===== src/rtl/utp_pkg.sv =====
package utp_pkg;

  typedef enum logic [1:0] {
    SEL_COUNT      = 2'd0,
    SEL_LIMIT      = 2'd1,
    SEL_LIMIT_KEEP = 2'd2,
    SEL_RUN        = 2'd3
  } reg_sel_e;

  // Place a count field at bit position lsb under the flag bit.
  function automatic logic [31:0] pack_word(input logic flag, input logic [30:0] field,
                                            input int unsigned lsb);
    logic [30:0] sh;
    sh = field << lsb;
    return {flag, sh};
  endfunction

  // Recover the count field from a bus word (flag bit excluded).
  function automatic logic [30:0] unpack_field(input logic [30:0] w, input int unsigned lsb);
    return w >> lsb;
  endfunction

endpackage


===== src/rtl/utp_prescaler.sv =====
module utp_prescaler #(
  parameter int unsigned DIV = 4
) (
  input  logic clk,
  input  logic rst_n,
  output logic tick
);
  generate
    if (DIV <= 1) begin : g_pass
      logic unused_clk;
      assign unused_clk = clk ^ rst_n;
      assign tick = 1'b1;
    end else begin : g_div
      localparam int unsigned PW = $clog2(DIV);
      localparam logic [PW-1:0] LAST = PW'(DIV - 1);
      logic [PW-1:0] phase;
      always_ff @(posedge clk or negedge rst_n) begin
        if (!rst_n)              phase <= '0;
        else if (phase == LAST)  phase <= '0;
        else                     phase <= phase + 1'b1;
      end
      assign tick = (phase == LAST);
    end
  endgenerate
endmodule


===== src/rtl/utp_channel.sv =====
module utp_channel #(
  parameter int unsigned CW = 21
) (
  input  logic          clk,
  input  logic          rst_n,
  input  logic          tick,
  input  logic          wr_cnt,
  input  logic          wr_lim,
  input  logic          wr_keep,
  input  logic          wr_run,
  input  logic          rd_lim,
  input  logic [CW-1:0] ld_value,
  input  logic          ld_run,
  output logic [CW-1:0] cnt,
  output logic [CW-1:0] lim,
  output logic          flag,
  output logic          run,
  output logic          wrap
);
  localparam logic [CW-1:0] ONE = CW'(1);
  localparam logic [CW-1:0] TWO = CW'(2);

  logic          enabled;
  logic          advance;
  logic [CW:0]   nxt;
  logic          at_limit;

  assign enabled  = (lim >= TWO);
  assign nxt      = {1'b0, cnt} + 1'b1;
  assign at_limit = (nxt >= {1'b0, lim});
  assign advance  = tick && run && enabled && !wr_cnt && !wr_lim;
  assign wrap     = advance && at_limit;

  always_ff @(posedge clk or negedge rst_n) begin
    if (!rst_n) begin
      cnt  <= ONE;
      lim  <= '0;
      flag <= 1'b0;
      run  <= 1'b0;
    end else begin
      if (wr_lim || wr_keep) lim <= ld_value;

      if (wr_cnt)        cnt <= ld_value;
      else if (wr_lim)   cnt <= ONE;
      else if (advance)  cnt <= at_limit ? ONE : nxt[CW-1:0];

      if (wrap)                  flag <= 1'b1;
      else if (rd_lim || wr_lim) flag <= 1'b0;

      if (wr_run) run <= ld_run;
    end
  end
endmodule


===== src/rtl/usec_timer_pair.sv =====
module usec_timer_pair
  import utp_pkg::*;
#(
  parameter bit          HALF_US     = 1'b0,
  parameter int unsigned CLKS_PER_US = 4
) (
  input  logic        clk,
  input  logic        rst_n,
  input  logic        bus_req,
  input  logic        bus_we,
  input  logic [2:0]  bus_addr,
  input  logic [31:0] bus_wdata,
  output logic [31:0] bus_rdata,
  output logic        irq_lvl10,
  output logic        irq_lvl14
);
  localparam int unsigned NCH      = 2;
  localparam int unsigned CW       = HALF_US ? 22 : 21;
  localparam int unsigned LSB      = HALF_US ? 9 : 10;
  localparam int unsigned HALF_DIV = (CLKS_PER_US / 2 > 0) ? CLKS_PER_US / 2 : 1;
  localparam int unsigned TICK_DIV = HALF_US ? HALF_DIV : CLKS_PER_US;

  logic                     tick;
  logic [NCH-1:0][CW-1:0]   ch_cnt, ch_lim;
  logic [NCH-1:0]           ch_flag, ch_run, ch_wrap;
  logic [NCH-1:0]           wr_cnt, wr_lim, wr_keep, wr_run, rd_lim;
  logic [CW-1:0]            ld_value;
  reg_sel_e                 rsel;
  logic                     csel;
  logic [31:0]              rd_word;
  logic                     unused_wbit;

  assign rsel        = reg_sel_e'(bus_addr[1:0]);
  assign csel        = bus_addr[2];
  assign ld_value    = CW'(unpack_field(bus_wdata[30:0], LSB));
  assign unused_wbit = bus_wdata[31];

  utp_prescaler #(.DIV(TICK_DIV)) u_presc (
    .clk  (clk),
    .rst_n(rst_n),
    .tick (tick)
  );

  for (genvar g = 0; g < NCH; g++) begin : g_ch
    logic hit;
    assign hit        = bus_req && (csel == 1'(g));
    assign wr_cnt[g]  = hit && bus_we  && (rsel == SEL_COUNT);
    assign wr_lim[g]  = hit && bus_we  && (rsel == SEL_LIMIT);
    assign wr_keep[g] = hit && bus_we  && (rsel == SEL_LIMIT_KEEP);
    assign wr_run[g]  = hit && bus_we  && (rsel == SEL_RUN);
    assign rd_lim[g]  = hit && !bus_we && (rsel == SEL_LIMIT || rsel == SEL_LIMIT_KEEP);

    utp_channel #(.CW(CW)) u_chan (
      .clk     (clk),
      .rst_n   (rst_n),
      .tick    (tick),
      .wr_cnt  (wr_cnt[g]),
      .wr_lim  (wr_lim[g]),
      .wr_keep (wr_keep[g]),
      .wr_run  (wr_run[g]),
      .rd_lim  (rd_lim[g]),
      .ld_value(ld_value),
      .ld_run  (bus_wdata[0]),
      .cnt     (ch_cnt[g]),
      .lim     (ch_lim[g]),
      .flag    (ch_flag[g]),
      .run     (ch_run[g]),
      .wrap    (ch_wrap[g])
    );
  end

  always_comb begin
    case (rsel)
      SEL_COUNT:      rd_word = pack_word(ch_flag[csel], 31'(ch_cnt[csel]), LSB);
      SEL_LIMIT,
      SEL_LIMIT_KEEP: rd_word = pack_word(ch_flag[csel], 31'(ch_lim[csel]), LSB);
      SEL_RUN:        rd_word = {31'b0, ch_run[csel]};
      default:        rd_word = '0;
    endcase
  end

  always_ff @(posedge clk or negedge rst_n) begin
    if (!rst_n)                  bus_rdata <= '0;
    else if (bus_req && !bus_we) bus_rdata <= rd_word;
  end

  assign irq_lvl10 = ch_flag[0];
  assign irq_lvl14 = ch_flag[1];

endmodule


===== config.mk =====
export PLATFORM = sky130hd
export DESIGN_NAME = usec_timer_pair
export DESIGN_NICKNAME = d
export VERILOG_FILES = /design/src/rtl/utp_pkg.sv /design/src/rtl/utp_prescaler.sv /design/src/rtl/utp_channel.sv /design/src/rtl/usec_timer_pair.sv
export SDC_FILE = /design/constraint.sdc
export NUM_CORES = 1
export LEC_CHECK = 0
export ABC_AREA = 0
export BUFFER_PORTS_ARGS = -buffer_cell sky130_fd_sc_hd__buf_2
export CAP_MARGIN = 25
export CORE_UTILIZATION = 56
export CTS_BUF_LIST = sky130_fd_sc_hd__clkbuf_4 sky130_fd_sc_hd__clkbuf_8
export CTS_CLUSTER_SIZE = 40
export DETAILED_ROUTE_END_ITERATION = 12
export GPL_TIMING_DRIVEN = 0
export HOLD_SLACK_MARGIN = 0.15
export MAX_ROUTING_LAYER = met4
export PLACE_DENSITY_LB_ADDON = 0.25
export SLEW_MARGIN = 10
export SYNTH_ARGS = -nofsm -noshare
export SYNTH_HDL_FRONTEND = slang
export SYNTH_SLANG_ARGS = --single-unit

===== constraint.sdc =====
create_clock -name clk -period 3.1 [get_ports clk]
set_clock_uncertainty 0.1 [all_clocks]
set_input_delay 0.31 -clock clk [delete_from_list [all_inputs] [get_ports clk]]
set_output_delay 0.31 -clock clk [all_outputs]
set_load 0.05 [all_outputs]

==> flow_summary.json <==
{
  "maxCapViolations": 0,
  "critical-path-top-delay-family": "simple AND/OR/NAND/NOR gates",
  "fin_area_um2": 9922,
  "relSlewSlack_pct": 45.78,
  "clock_sinks": 113,
  "hold-worst-slack_ps": 181.7,
  "dieHeight_um": 118.6,
  "vias": 7624,
  "arrival_ps": 3890,
  "fin_cells": 1189,
  "critPathCaptureType": "flop",
  "port-buffer-count": 52,
  "nNetsFinal": 1089,
  "crit_type": "flop to flop",
  "worst_slack_ps": -509.3,
  "path_buf_inv": 2,
  "num-fill-cells": 912,
  "clk_pin_slew_worst_paths_ps": 70,
  "crit_chain": "ha_4 -> nand2_4 -> buf_4 -> nor3_4 -> nand4_1 -> xnor2_2 -> ha_1 -> nand4_1 -> nor4_4 -> a22o_1 -> a311oi_2 -> and2_4 -> buf_8 -> a21oi_2 -> a211oi_2",
  "synth_common_cells": "111 x dfrtp_1, 84 x a21oi_1, 84 x nor2_1, 78 x nand2_1, 52 x o21ai_0",
  "synth_area_per_cell_um2": 8.990,
  "globalRouteMet1Util_pct": 48.79,
  "seqCellArea_um2": 2840,
  "use_met3_pct": 7.529,
  "drcViolationCount": 0,
  "placedCellCount": 1084,
  "ir_drop_uv": 510.9,
  "start_kind": "flop",
  "hold_depth": 4,
  "pre_cts_ws_ps": -553.2,
  "yosys_warnings": 0,
  "powerDensity_nw_per_um2": 837.8,
  "first_pass_iters": 6,
  "core_um2": 13240,
  "run_status": "complete, but fails checks",
  "clock.fmax_mhz": 277.1,
  "cts_htree_levels": 4,
  "async_flop_share_pct": 100.0,
  "synth_edf_count": 0,
  "hold_violations": 0,
  "synth_seq_cells": 113,
  "max-clock-path-buffers": 2,
  "cts_root_buf": "clkbuf_8",
  "worstPathRequired_ps": 3390,
  "ys_seq_area_share_pct": 37.17,
  "grt_overflow": 0,
  "area_growth_pct": 30.30,
  "antenna_cells": 0,
  "clk_latency_ps": 470,
  "synth.area.top_cells": "dfrtp_1 36%, ha_1 8.2%, mux2_2 6.7%",
  "crit_path_top_delay_cell": "dfstp_2",
  "utilization_pct": 74.92,
  "reg2reg_slack_ps": -510,
  "grt.busiest_layer": "met2",
  "grt_setup_unrepaired": "true",
  "grtUsageMet2_pct": 58.26,
  "routed_via_density": 6.412,
  "drive_gt1_share_pct": 32.08,
  "numCtsBuffers": 17,
  "hold_path.class": "primary input to flop",
  "gp_congestion": 0.9668,
  "hpwl_um": 17140,
  "postRouteWirelength_um": 26450,
  "synth_top_area_share_pct": 36.48,
  "p_total_mw": 8.312,
  "multi_input_area_um2": 4905,
  "final_max_slew_viol_count": 0,
  "synthMostInstantiatedCell": "dfrtp_1",
  "ant_nets": 0,
  "critical_path.max_fanout": 5,
  "grt_pass1_wl_um": 39190,
  "synthFlopType": "dfrtp_1",
  "dieWidth_um": 118.6,
  "setup_tns_ps": -15170,
  "worst_slew_pin_slew_ps": 813.3,
  "syn_area_um2": 7615,
  "failed_checks": "setup timing",
  "grt_pass1_vias": 7216,
  "wl_per_cell_um": 22.25,
  "fin_crit_sh_pct": 116.4,
  "pin_count": 73,
  "grt_max_degree": 66,
  "reg2reg_depth": 15,
  "antenna_found_initial": 0,
  "dieArea_um2": 14070,
  "path_depth": 15,
  "yosysTopAreaCell": "dfrtp_1",
  "dpl-instance-area_um2": 8188,
  "cpPeakStageDelay_ps": 630,
  "rows": 42,
  "min_period_ps": 3609,
  "cts_tree": "done",
  "drtIter0Drc": 822,
  "ys_types": 67,
  "start_util_pct": 57.50,
  "syn_inst": 847,
  "leakage_nw": 4.438,
  "setup_viol": 43,
  "grt_use_total_pct": 38.24,
  "path_common_cell": "nand4_1"
}
[per-layer routing]
metal,up-vias,part of all wire [%]
met5,-,0
met4,0,5.6
met3,130,9.0
met2,469,46
met1,3710,40
li1,3315,-
[final cells by class]
class	count	area share (%)
sequential	113	28.63
multi-input combinational	634	49.43
timing repair buffer	128	10.13
clock inverter	13	2.119
clock buffer	19	2.509
inverter	49	1.854
tap	176	2.219
buffer	57	3.115
[cell usage in the layout (no fill, tap or decap), types with 13 or more instances in the layout]
cell type and instances:
dfrtp_1 103, nor2_1 83, a21oi_2 14, o21ai_0 51
clkbuf_1 34, dlygate4sd3_1 23, buf_2 54, inv_1 48
ha_1 46, nand2_1 70, xnor2_1 13, clkbuf_8 17
mux2_2 45, buf_4 52, a21oi_1 69, a221oi_1 21
nor3_1 17
[cells by family after synthesis]
| group | count (synthesis) | synth area share, % |
|---|---|---|
| mux | 46 | 6.786 |
| buf+inv | 108 | 6.539 |
| compound gates | 205 | 16.18 |
| other cells | 1 | 0.04925 |
| flops | 113 | 37.17 |
| xor+xnor | 38 | 4.371 |
| simple gates | 286 | 20.69 |
| fa+ha+maj | 50 | 8.216 |
[timing repair]
action / in CTS / in global routing
gates cloned: 2 / 1
pin swaps: 39 / 46
gates resized for setup: 69 / 59
setup endpoints to repair: 44 / 44
setup buffers: 36 / 18
endpoints found under the hold margin: 182 / 0
hold buffers: 23 / 0
[flip-flops by register name, indices dropped and copies added (netlist names)]
name                 count
bus_rdata               23
g_ch.u_chan.lim         42
g_ch.u_chan.flag         2
g_ch.u_chan.cnt         42
u_presc.g_div.phase      2
g_ch.u_chan.run          2
[worst paths after layout]
kind                                         from                     end
setup reg to reg            g_ch[0].u_chan.cnt[0]   g_ch[0].u_chan.cnt[5]
setup / recovery            g_ch[0].u_chan.cnt[0]   g_ch[0].u_chan.cnt[5]
min in group asynchronous                   rst_n   g_ch[1].u_chan.cnt[6]
max in group asynchronous                   rst_n   g_ch[0].u_chan.cnt[0]
hold / removal                             bus_we           bus_rdata[23]
hold reg to reg            u_presc.g_div.phase[0]  u_presc.g_div.phase[0]
[worst register-to-register path, cell delays in order, from the launching register on]
cell      delay [ps]
dfstp_2          630
ha_4             190
nand2_4           80
buf_4            170
nor3_4           210
nand4_1          200
xnor2_2          200
ha_1             330
nand4_1          140
nor4_4            60
a22o_1           210
a311oi_2         330
and2_4           280
buf_8            140
a21oi_2           60
a211oi_2         210
[power by group]
group	switching [mW]	leakage (nW)	internal (mW)
logic	2.11	2.87	1.82
registers	0.782	1.35	1.93
clock network	0.695	0.215	0.974
Power figures use the tool's default switching activity.
